**src/rtl/seg_dac_pkg.sv**
```systemverilog
package seg_dac_pkg;
    localparam int SEG_BITS_D = 4;
    localparam int BIN_BITS_D = 2;
    localparam int LAD_BITS_D = 6;

    typedef enum logic {
        LM_TRACK = 1'b0,
        LM_HOLD  = 1'b1
    } latch_mode_e;
endpackage

```
**src/rtl/seg_therm_dec.sv**
```systemverilog
module seg_therm_dec #(
    parameter int SEG_BITS = 4,
    parameter int LINES    = (1 << SEG_BITS) - 1
) (
    input  logic                clk,
    input  logic                rst,
    input  logic [SEG_BITS-1:0] code_i,
    output logic [LINES-1:0]    therm_o
);
    logic [LINES-1:0] line_c;

    // Line i is on when the segment value exceeds i.
    for (genvar i = 0; i < LINES; i++) begin : g_line
        assign line_c[i] = (code_i > SEG_BITS'(i));
    end

    always_ff @(posedge clk) begin
        if (rst) therm_o <= '0;
        else     therm_o <= line_c;
    end
endmodule

```
**src/rtl/seg_delay_line.sv**
```systemverilog
module seg_delay_line #(
    parameter int WIDTH = 9,
    parameter int DEPTH = 1
) (
    input  logic             clk,
    input  logic             rst,
    input  logic [WIDTH-1:0] d_i,
    output logic [WIDTH-1:0] q_o
);
    logic [WIDTH-1:0] stg [DEPTH];

    for (genvar i = 0; i < DEPTH; i++) begin : g_stage
        logic [WIDTH-1:0] src;
        if (i == 0) begin : g_head
            assign src = d_i;
        end else begin : g_body
            assign src = stg[i-1];
        end
        always_ff @(posedge clk) begin
            if (rst) stg[i] <= '0;
            else     stg[i] <= src;
        end
    end

    assign q_o = stg[DEPTH-1];
endmodule

```
**src/rtl/seg_current_model.sv**
```systemverilog
module seg_current_model #(
    parameter int SEG_BITS = 4,
    parameter int BIN_BITS = 2,
    parameter int LAD_BITS = 6,
    parameter int LINES    = (1 << SEG_BITS) - 1,
    parameter int WORD_W   = SEG_BITS + BIN_BITS + LAD_BITS
) (
    input  logic [LINES-1:0]    therm_i,
    input  logic [BIN_BITS-1:0] bin_i,
    input  logic [LAD_BITS-1:0] ladder_i,
    output logic [WORD_W-1:0]   iout_o,
    output logic [WORD_W-1:0]   iout_n_o
);
    localparam logic [WORD_W-1:0] FULL_M1 = {WORD_W{1'b1}};

    logic [SEG_BITS-1:0] cells_on;

    always_comb begin
        cells_on = '0;
        for (int i = 0; i < LINES; i++) begin
            cells_on = cells_on + SEG_BITS'(therm_i[i]);
        end
    end

    assign iout_o   = {cells_on, bin_i, ladder_i};
    assign iout_n_o = FULL_M1 - iout_o;
endmodule

```
**src/rtl/seg_dac_front.sv**
```systemverilog
module seg_dac_front
    import seg_dac_pkg::*;
#(
    parameter int SEG_BITS = SEG_BITS_D,
    parameter int BIN_BITS = BIN_BITS_D,
    parameter int LAD_BITS = LAD_BITS_D,
    parameter bit IN_REG   = 1'b1,
    parameter int WORD_W   = SEG_BITS + BIN_BITS + LAD_BITS,
    parameter int LINES    = (1 << SEG_BITS) - 1
) (
    input  logic                clk,
    input  logic                rst,
    input  logic [WORD_W-1:0]   din_i,
    input  logic                le_i,
    output logic [LINES-1:0]    therm_o,
    output logic [BIN_BITS-1:0] bin_o,
    output logic [LAD_BITS-1:0] ladder_o,
    output logic [WORD_W-1:0]   iout_o,
    output logic [WORD_W-1:0]   iout_n_o
);
    localparam int LOW_W   = BIN_BITS + LAD_BITS;
    localparam int DEC_LAT = 1;

    logic [WORD_W-1:0] din_q;
    logic              le_q;
    logic [LINES-1:0]  therm_q;
    logic [LOW_W-1:0]  low_q;
    logic              le_d;

    latch_mode_e      mode;
    logic [LINES-1:0] therm_lat, therm_nx;
    logic [LOW_W-1:0] low_lat, low_nx;

    // Input stage: master register open while le_i is high, or a bypass.
    if (IN_REG) begin : g_master
        always_ff @(posedge clk) begin
            if (rst) begin
                din_q <= '0;
                le_q  <= 1'b0;
            end else begin
                le_q <= le_i;
                if (le_i) din_q <= din_i;
            end
        end
    end else begin : g_bypass
        assign din_q = din_i;
        assign le_q  = le_i;
    end

    seg_therm_dec #(
        .SEG_BITS (SEG_BITS),
        .LINES    (LINES)
    ) u_dec (
        .clk     (clk),
        .rst     (rst),
        .code_i  (din_q[WORD_W-1 -: SEG_BITS]),
        .therm_o (therm_q)
    );

    // Equalizing delay for the undecoded bits and latch enable.
    seg_delay_line #(
        .WIDTH (LOW_W + 1),
        .DEPTH (DEC_LAT)
    ) u_eq (
        .clk (clk),
        .rst (rst),
        .d_i ({le_q, din_q[LOW_W-1:0]}),
        .q_o ({le_d, low_q})
    );

    assign mode = le_d ? LM_HOLD : LM_TRACK;

    always_comb begin
        therm_nx = therm_lat;
        low_nx   = low_lat;
        unique case (mode)
            LM_TRACK: begin
                therm_nx = therm_q;
                low_nx   = low_q;
            end
            LM_HOLD: begin
                therm_nx = therm_lat;
                low_nx   = low_lat;
            end
            default: ;
        endcase
    end

    always_ff @(posedge clk) begin
        if (rst) begin
            therm_lat <= '0;
            low_lat   <= '0;
        end else begin
            therm_lat <= therm_nx;
            low_lat   <= low_nx;
        end
    end

    assign therm_o  = therm_lat;
    assign bin_o    = low_lat[LOW_W-1 -: BIN_BITS];
    assign ladder_o = low_lat[LAD_BITS-1:0];

    seg_current_model #(
        .SEG_BITS (SEG_BITS),
        .BIN_BITS (BIN_BITS),
        .LAD_BITS (LAD_BITS),
        .LINES    (LINES),
        .WORD_W   (WORD_W)
    ) u_model (
        .therm_i  (therm_lat),
        .bin_i    (bin_o),
        .ladder_i (ladder_o),
        .iout_o   (iout_o),
        .iout_n_o (iout_n_o)
    );
endmodule

```
**config.mk**
```make
export PLATFORM = sky130hd
export DESIGN_NAME = seg_dac_front
export DESIGN_NICKNAME = d
export VERILOG_FILES = /design/src/rtl/seg_dac_pkg.sv /design/src/rtl/seg_therm_dec.sv /design/src/rtl/seg_delay_line.sv /design/src/rtl/seg_current_model.sv /design/src/rtl/seg_dac_front.sv
export SDC_FILE = /design/constraint.sdc
export NUM_CORES = 1
export LEC_CHECK = 0
export ABC_CLOCK_PERIOD_IN_PS = 5650
export BUFFER_PORTS_ARGS = -buffer_cell sky130_fd_sc_hd__buf_4
export CAP_MARGIN = 40
export CORE_AREA = 2 2 73 109
export CTS_CLUSTER_SIZE = 25
export DETAILED_ROUTE_END_ITERATION = 10
export DIE_AREA = 0 0 75 111
export GPL_ROUTABILITY_DRIVEN = 0
export PLACE_DENSITY = 0.62
export SLEW_MARGIN = 20
export SYNTH_ARGS = -nofsm -noshare
export SYNTH_HDL_FRONTEND = slang
export SYNTH_SLANG_ARGS = --single-unit
```
**constraint.sdc**
```tcl
create_clock -name clk -period 5.65 [get_ports clk]
set_input_delay 0.565 -clock clk [delete_from_list [all_inputs] [get_ports clk]]
set_output_delay 0.565 -clock clk [all_outputs]
set_load 0.01 [all_outputs]
```
Yosys cells after proc, flatten, opt, wreduce, memory -nomap -nowiden
Memory sizes are Yosys's and may differ from the RTL's. Index checks and enable logic that the tools add are counted.

Flip-flop bits (word level): 51. Memory bits (writable): 9. Bits of input ports: 15. Output and inout port bits: 47. Word-level logic and storage cells: 45. Memories kept: 1.

Add/sub/neg operators: 15. $lt $le $gt $ge: 15. Multiplexer cells: 8. Reduce and logical (&&, ||, !) cells: 1.

Memory list: u_eq.stg (depth 1, width 9, read ports 1, clocked after memory_dff 0, write ports 1, RTL line seg_delay_line.sv:10) `logic [WIDTH-1:0] stg [DEPTH];`.

Operators by type and width (count): $add 4x1->4 (13); $gt 4x4->1 const B (7); $gt 4x3->1 const B (4); $mux 15 (1); $sub 12x12->12 const A (1); $mux 9 (1); $reduce_or 9->1 (1); $gt 4x1->1 const B (2); $gt 4x2->1 const B (2); $mux 8 (1); $mux 1 (5); $add 1x1->2 (1).

Depth between registers and ports, before layout
Depth after elaboration: 15. Mapped depth: 13. Gate-level depth less buffers: 13.

By module
A second synthesis with hierarchy kept.

Cells, all modules: 233. Area total of the unflattened synthesis: 2428.6 um2.

Modules (own cells, without submodules): seg_dac_front (times used 1, cells an instance 116, area each 1306.3 um2, sequential area each 720.7 um2); seg_current_model (times used 1, cells an instance 55, area each 447.9 um2, sequential area each 0.0 um2); seg_therm_dec (times used 1, cells an instance 44, area each 437.9 um2, sequential area each 300.3 um2); seg_delay_line (times used 1, cells an instance 18, area each 236.5 um2, sequential area each 180.2 um2).

Worst setup path after synthesis
OpenSTA, ideal clock, no wires.

Kind: register to output. Start point: register therm_lat[0] (netlist: therm_o[0]). End point: output iout_n_o[10]. Arrival: 3.538 ns. Required time: 5.085 ns. Path slack: 1.547 ns. Stages on the path, launching flop included: 13. Buffers on the path: 0. Cell sequence: dfxtp_1 > ha_1 > inv_1 > fa_1 > fa_1 > fa_1 > fa_1 > inv_1 > ha_1 > inv_1 > fa_1 > xnor2_1 > inv_1.

Longest elaborated chain between the ends: 15.

RTL lines: start, declared (RTL line seg_dac_front.sv:31) `logic [LINES-1:0] therm_lat, therm_nx;`; start signal, assigned (RTL line seg_dac_front.sv:94) `therm_lat <= therm_nx;`; $add 1x1->2 (RTL line seg_current_model.sv:21) `cells_on = cells_on + SEG_BITS'(therm_i[i]);`; $add 4x1->4 (13 in series) (RTL line seg_current_model.sv:21); via iout_o[10] (RTL line seg_dac_front.sv:18) `output logic [WORD_W-1:0] iout_o,`; $sub 12x12->12 (RTL line seg_current_model.sv:26) `assign iout_n_o = FULL_M1 - iout_o;`; end, declared (RTL line seg_dac_front.sv:19) `output logic [WORD_W-1:0] iout_n_o`.

The timed path passes the listed nets, and every way through them passes these cells.

Worst setup path in the final report
Start point: register therm_lat[0] (netlist: therm_o[0]). End point: output iout_n_o[11].

Longest elaborated chain between the ends: 15.

RTL lines (RTL line): $add 1x1->2 (seg_current_model.sv:21); $add 4x1->4 (13 in series) (seg_current_model.sv:21); $sub 12x12->12 (seg_current_model.sv:26).

Every way passes these cells.

==> flow_summary.yaml <==
sta:
  setup_tns_ns: 0
  layout_setup_ws_ns: 1.11
  rsz0062_at_grt: "no"
  worst_pin_slew_ns: 0.548
  fmax_mhz: 220
  min_period_ns: 4.54
  fin_worst_skew_ns: 0.00527
  slew_violations: 0
  relSlewSlack: 0.634
  setup_violations: 0
  hold_viol_final: 0
  post-route-period-util: 0.803
routing:
  drt_drc_violations_left: 0
  antenna_left: 0
  vias_per_cell: 4.15
  wl_um: 4560
  drt_first_iter_violations: 71
  wl_per_cell_um: 11.4
  via_count: 1663
  firstDrtPassIters: 4
worst_setup_path:
  crit_arrival_ns: 3.97
  worstSetupPathType: "flop to primary output"
  critical_path.endpoint_type: "primary output"
  cp_max_fo: 3
  crit_required_ns: 5.09
  start_kind: "flop"
yosys:
  yosysTopAreaCellShare: 0.490
  syn_avg_cell_area_um2: 10.1
  synth_cell_type_count: 25
  synth_flop_cell: "dfxtp_1"
  yosysMostFrequentCell: "dfxtp_1"
  synth_area_um2: 2450
  synth-edff-count: 0
  yosys_warnings: 0
  synth.area.top_cells: "dfxtp_1 49%, mux2i_1 14%, fa_1 7.4%"
  ys_seq_area_frac: 0.490
  netlist_top_cells_count: "60 x dfxtp_1, 46 x nor2_1, 35 x mux2i_1, 34 x inv_1, 10 x nor2b_1"
  synth-async-reset-ratio: 0
  synth_nets: 272
  synth_seq_cells: 60
  synth.largest_area_cell: "dfxtp_1"
  syn_inst: 242
clock_tree:
  htree_levels: 3
  cts.clk_slew.worst_paths_ns: 0.05
  cts.sinks: 60
  ctsHoldBuffers: 0
  post_cts_resized: 0
  insertion_delay_ns: 0.32
  clk_path_buf_depth: 2
  postCtsSetupBuffers: 0
  numCtsBuffers: 9
  root_buffer: "clkbuf_16"
  cts_tree: "yes"
die:
  chipWidth_um: 75
  die_h_um: 111
  start_util: 0.328
  placement_rows: 39
  ios: 62
  die_area_um2: 8330
  coreArea_um2: 7470
power:
  cellPowerDensity_nw_per_um2: 339
  total_power_mw: 1.08
  leakage_nw: 1.41
  irDropWorstVdd_mv: 0.303
grt:
  grt_pass1_wl_um: 7490
  grt_usage: 0.120
  grt_max_degree: 55
  grt_pass1_vias: 1635
  overflow: 0
  antenna_found_initial: 0
placement:
  numPortBuffers: 61
  pre_cts_ws_ns: 1.42
  dpl.hpwl_um: 3300
job:
  maxCapViolations: 0
run_status:
  status: "finished clean"
finish:
  final_core_util: 0.428
  nNetsFinal: 324
  fill_cells: 743
  final_layout_size_suffix_gt1_frac: 0.271
  antennaDiodeCount: 0
  syn2layout_area_growth_pct: 30.4
worst_hold_path:
  worstHoldPathType: "flop to flop"
path summary, 6_finish.rpt:
path                             start                   endpoint  slack (ns)  cells after the start
max            therm_o[0]$_SDFFE_PP0N_               iout_n_o[11]        1.11                     12
min reg2reg            le_q$_SDFF_PP0_  u_eq.stg[0][8]$_SDFF_PP0_        0.43                      1
min                    le_q$_SDFF_PP0_  u_eq.stg[0][8]$_SDFF_PP0_        0.43                      1
max reg2reg  u_eq.stg[0][8]$_SDFF_PP0_    therm_o[2]$_SDFFE_PP0N_        4.18                      3
power breakdown:
group	total (mW)	leakage [nW]	switching (mW)	internal, mW
Combinational	0.0891	0.771	0.0432	0.0459
Clock	0.541	0.149	0.178	0.363
Sequential	0.452	0.490	0.0120	0.440
worst max-delay path, cell delays in order, from the launching register on:
cell	delay (ns)
dfxtp_1	0.33
ha_1	0.29
inv_1	0.07
fa_1	0.43
fa_1	0.43
fa_1	0.49
fa_1	0.61
inv_1	0.06
ha_1	0.30
a21o_1	0.17
a21oi_2	0.18
xor2_1	0.15
buf_4	0.13
sequential cells by signal, indices dropped and copies added (netlist names):
name / count
low_lat: 8
u_eq.stg: 9
therm_o: 15
u_dec.therm_o: 15
din_q: 12
le_q: 1
layout make-up:
cell class | count | area (um^2) | area share
clock buffers | 12 | 256 | 0.0803
clock inverters | 4 | 47.5 | 0.0149
inverters | 35 | 131 | 0.0411
multi-input cells | 126 | 966 | 0.302
flip-flops and latches | 60 | 1200 | 0.376
well taps | 102 | 128 | 0.0399
repair buffers | 62 | 465 | 0.146
cells in the final DEF (no fill, tap or decap), drive strengths merged, types with 2 or more instances in the layout:
cell type  synthesis  layout
ha                 6       6
a21oi              7       7
clkinv             0       2
dfxtp             60      60
fa                 9       9
xnor2              2       2
nor3               2       2
buf               20      62
mux2i             35      35
clkbuf             1      12
nor2b             10      10
nor2              46      46
nand2              2       2
inv               35      35
stage by stage:
step / std cells / instance area, um^2 / hold WS [ns]
floorplan: 242 / 2450 / 0.414
global placement: 385 / 2890 / 0.416
detailed placement: 385 / 2890 / 0.427
CTS: 401 / 3200 / 0.436
global route: 401 / 3200 / 0.458
finish: 401 / 3200 / 0.432
cells by family (layout without fill, tap and decap cells):
logic type                 after synthesis  after routing  share of synthesized area
and+or+nand+nor                         64             64                      0.115
DFF                                     60             60                      0.490
buffers and inverters                   56            113                      0.115
muxes                                   35             35                      0.143
adders and majority gates               15             15                      0.104
AOI/OAI and AO/OA                        9              9                     0.0209
xor gates and xnor gates                 3              3                     0.0107
layer usage:
metal	share of wire	vias to the layer above	track usage
li1	-	839	-
met1	0.38	773	0.124
met2	0.55	47	0.209
met3	0.053	4	0.0409
met4	0.015	0	0.0571
met5	0	-	0
Power figures use the tool's default switching activity.
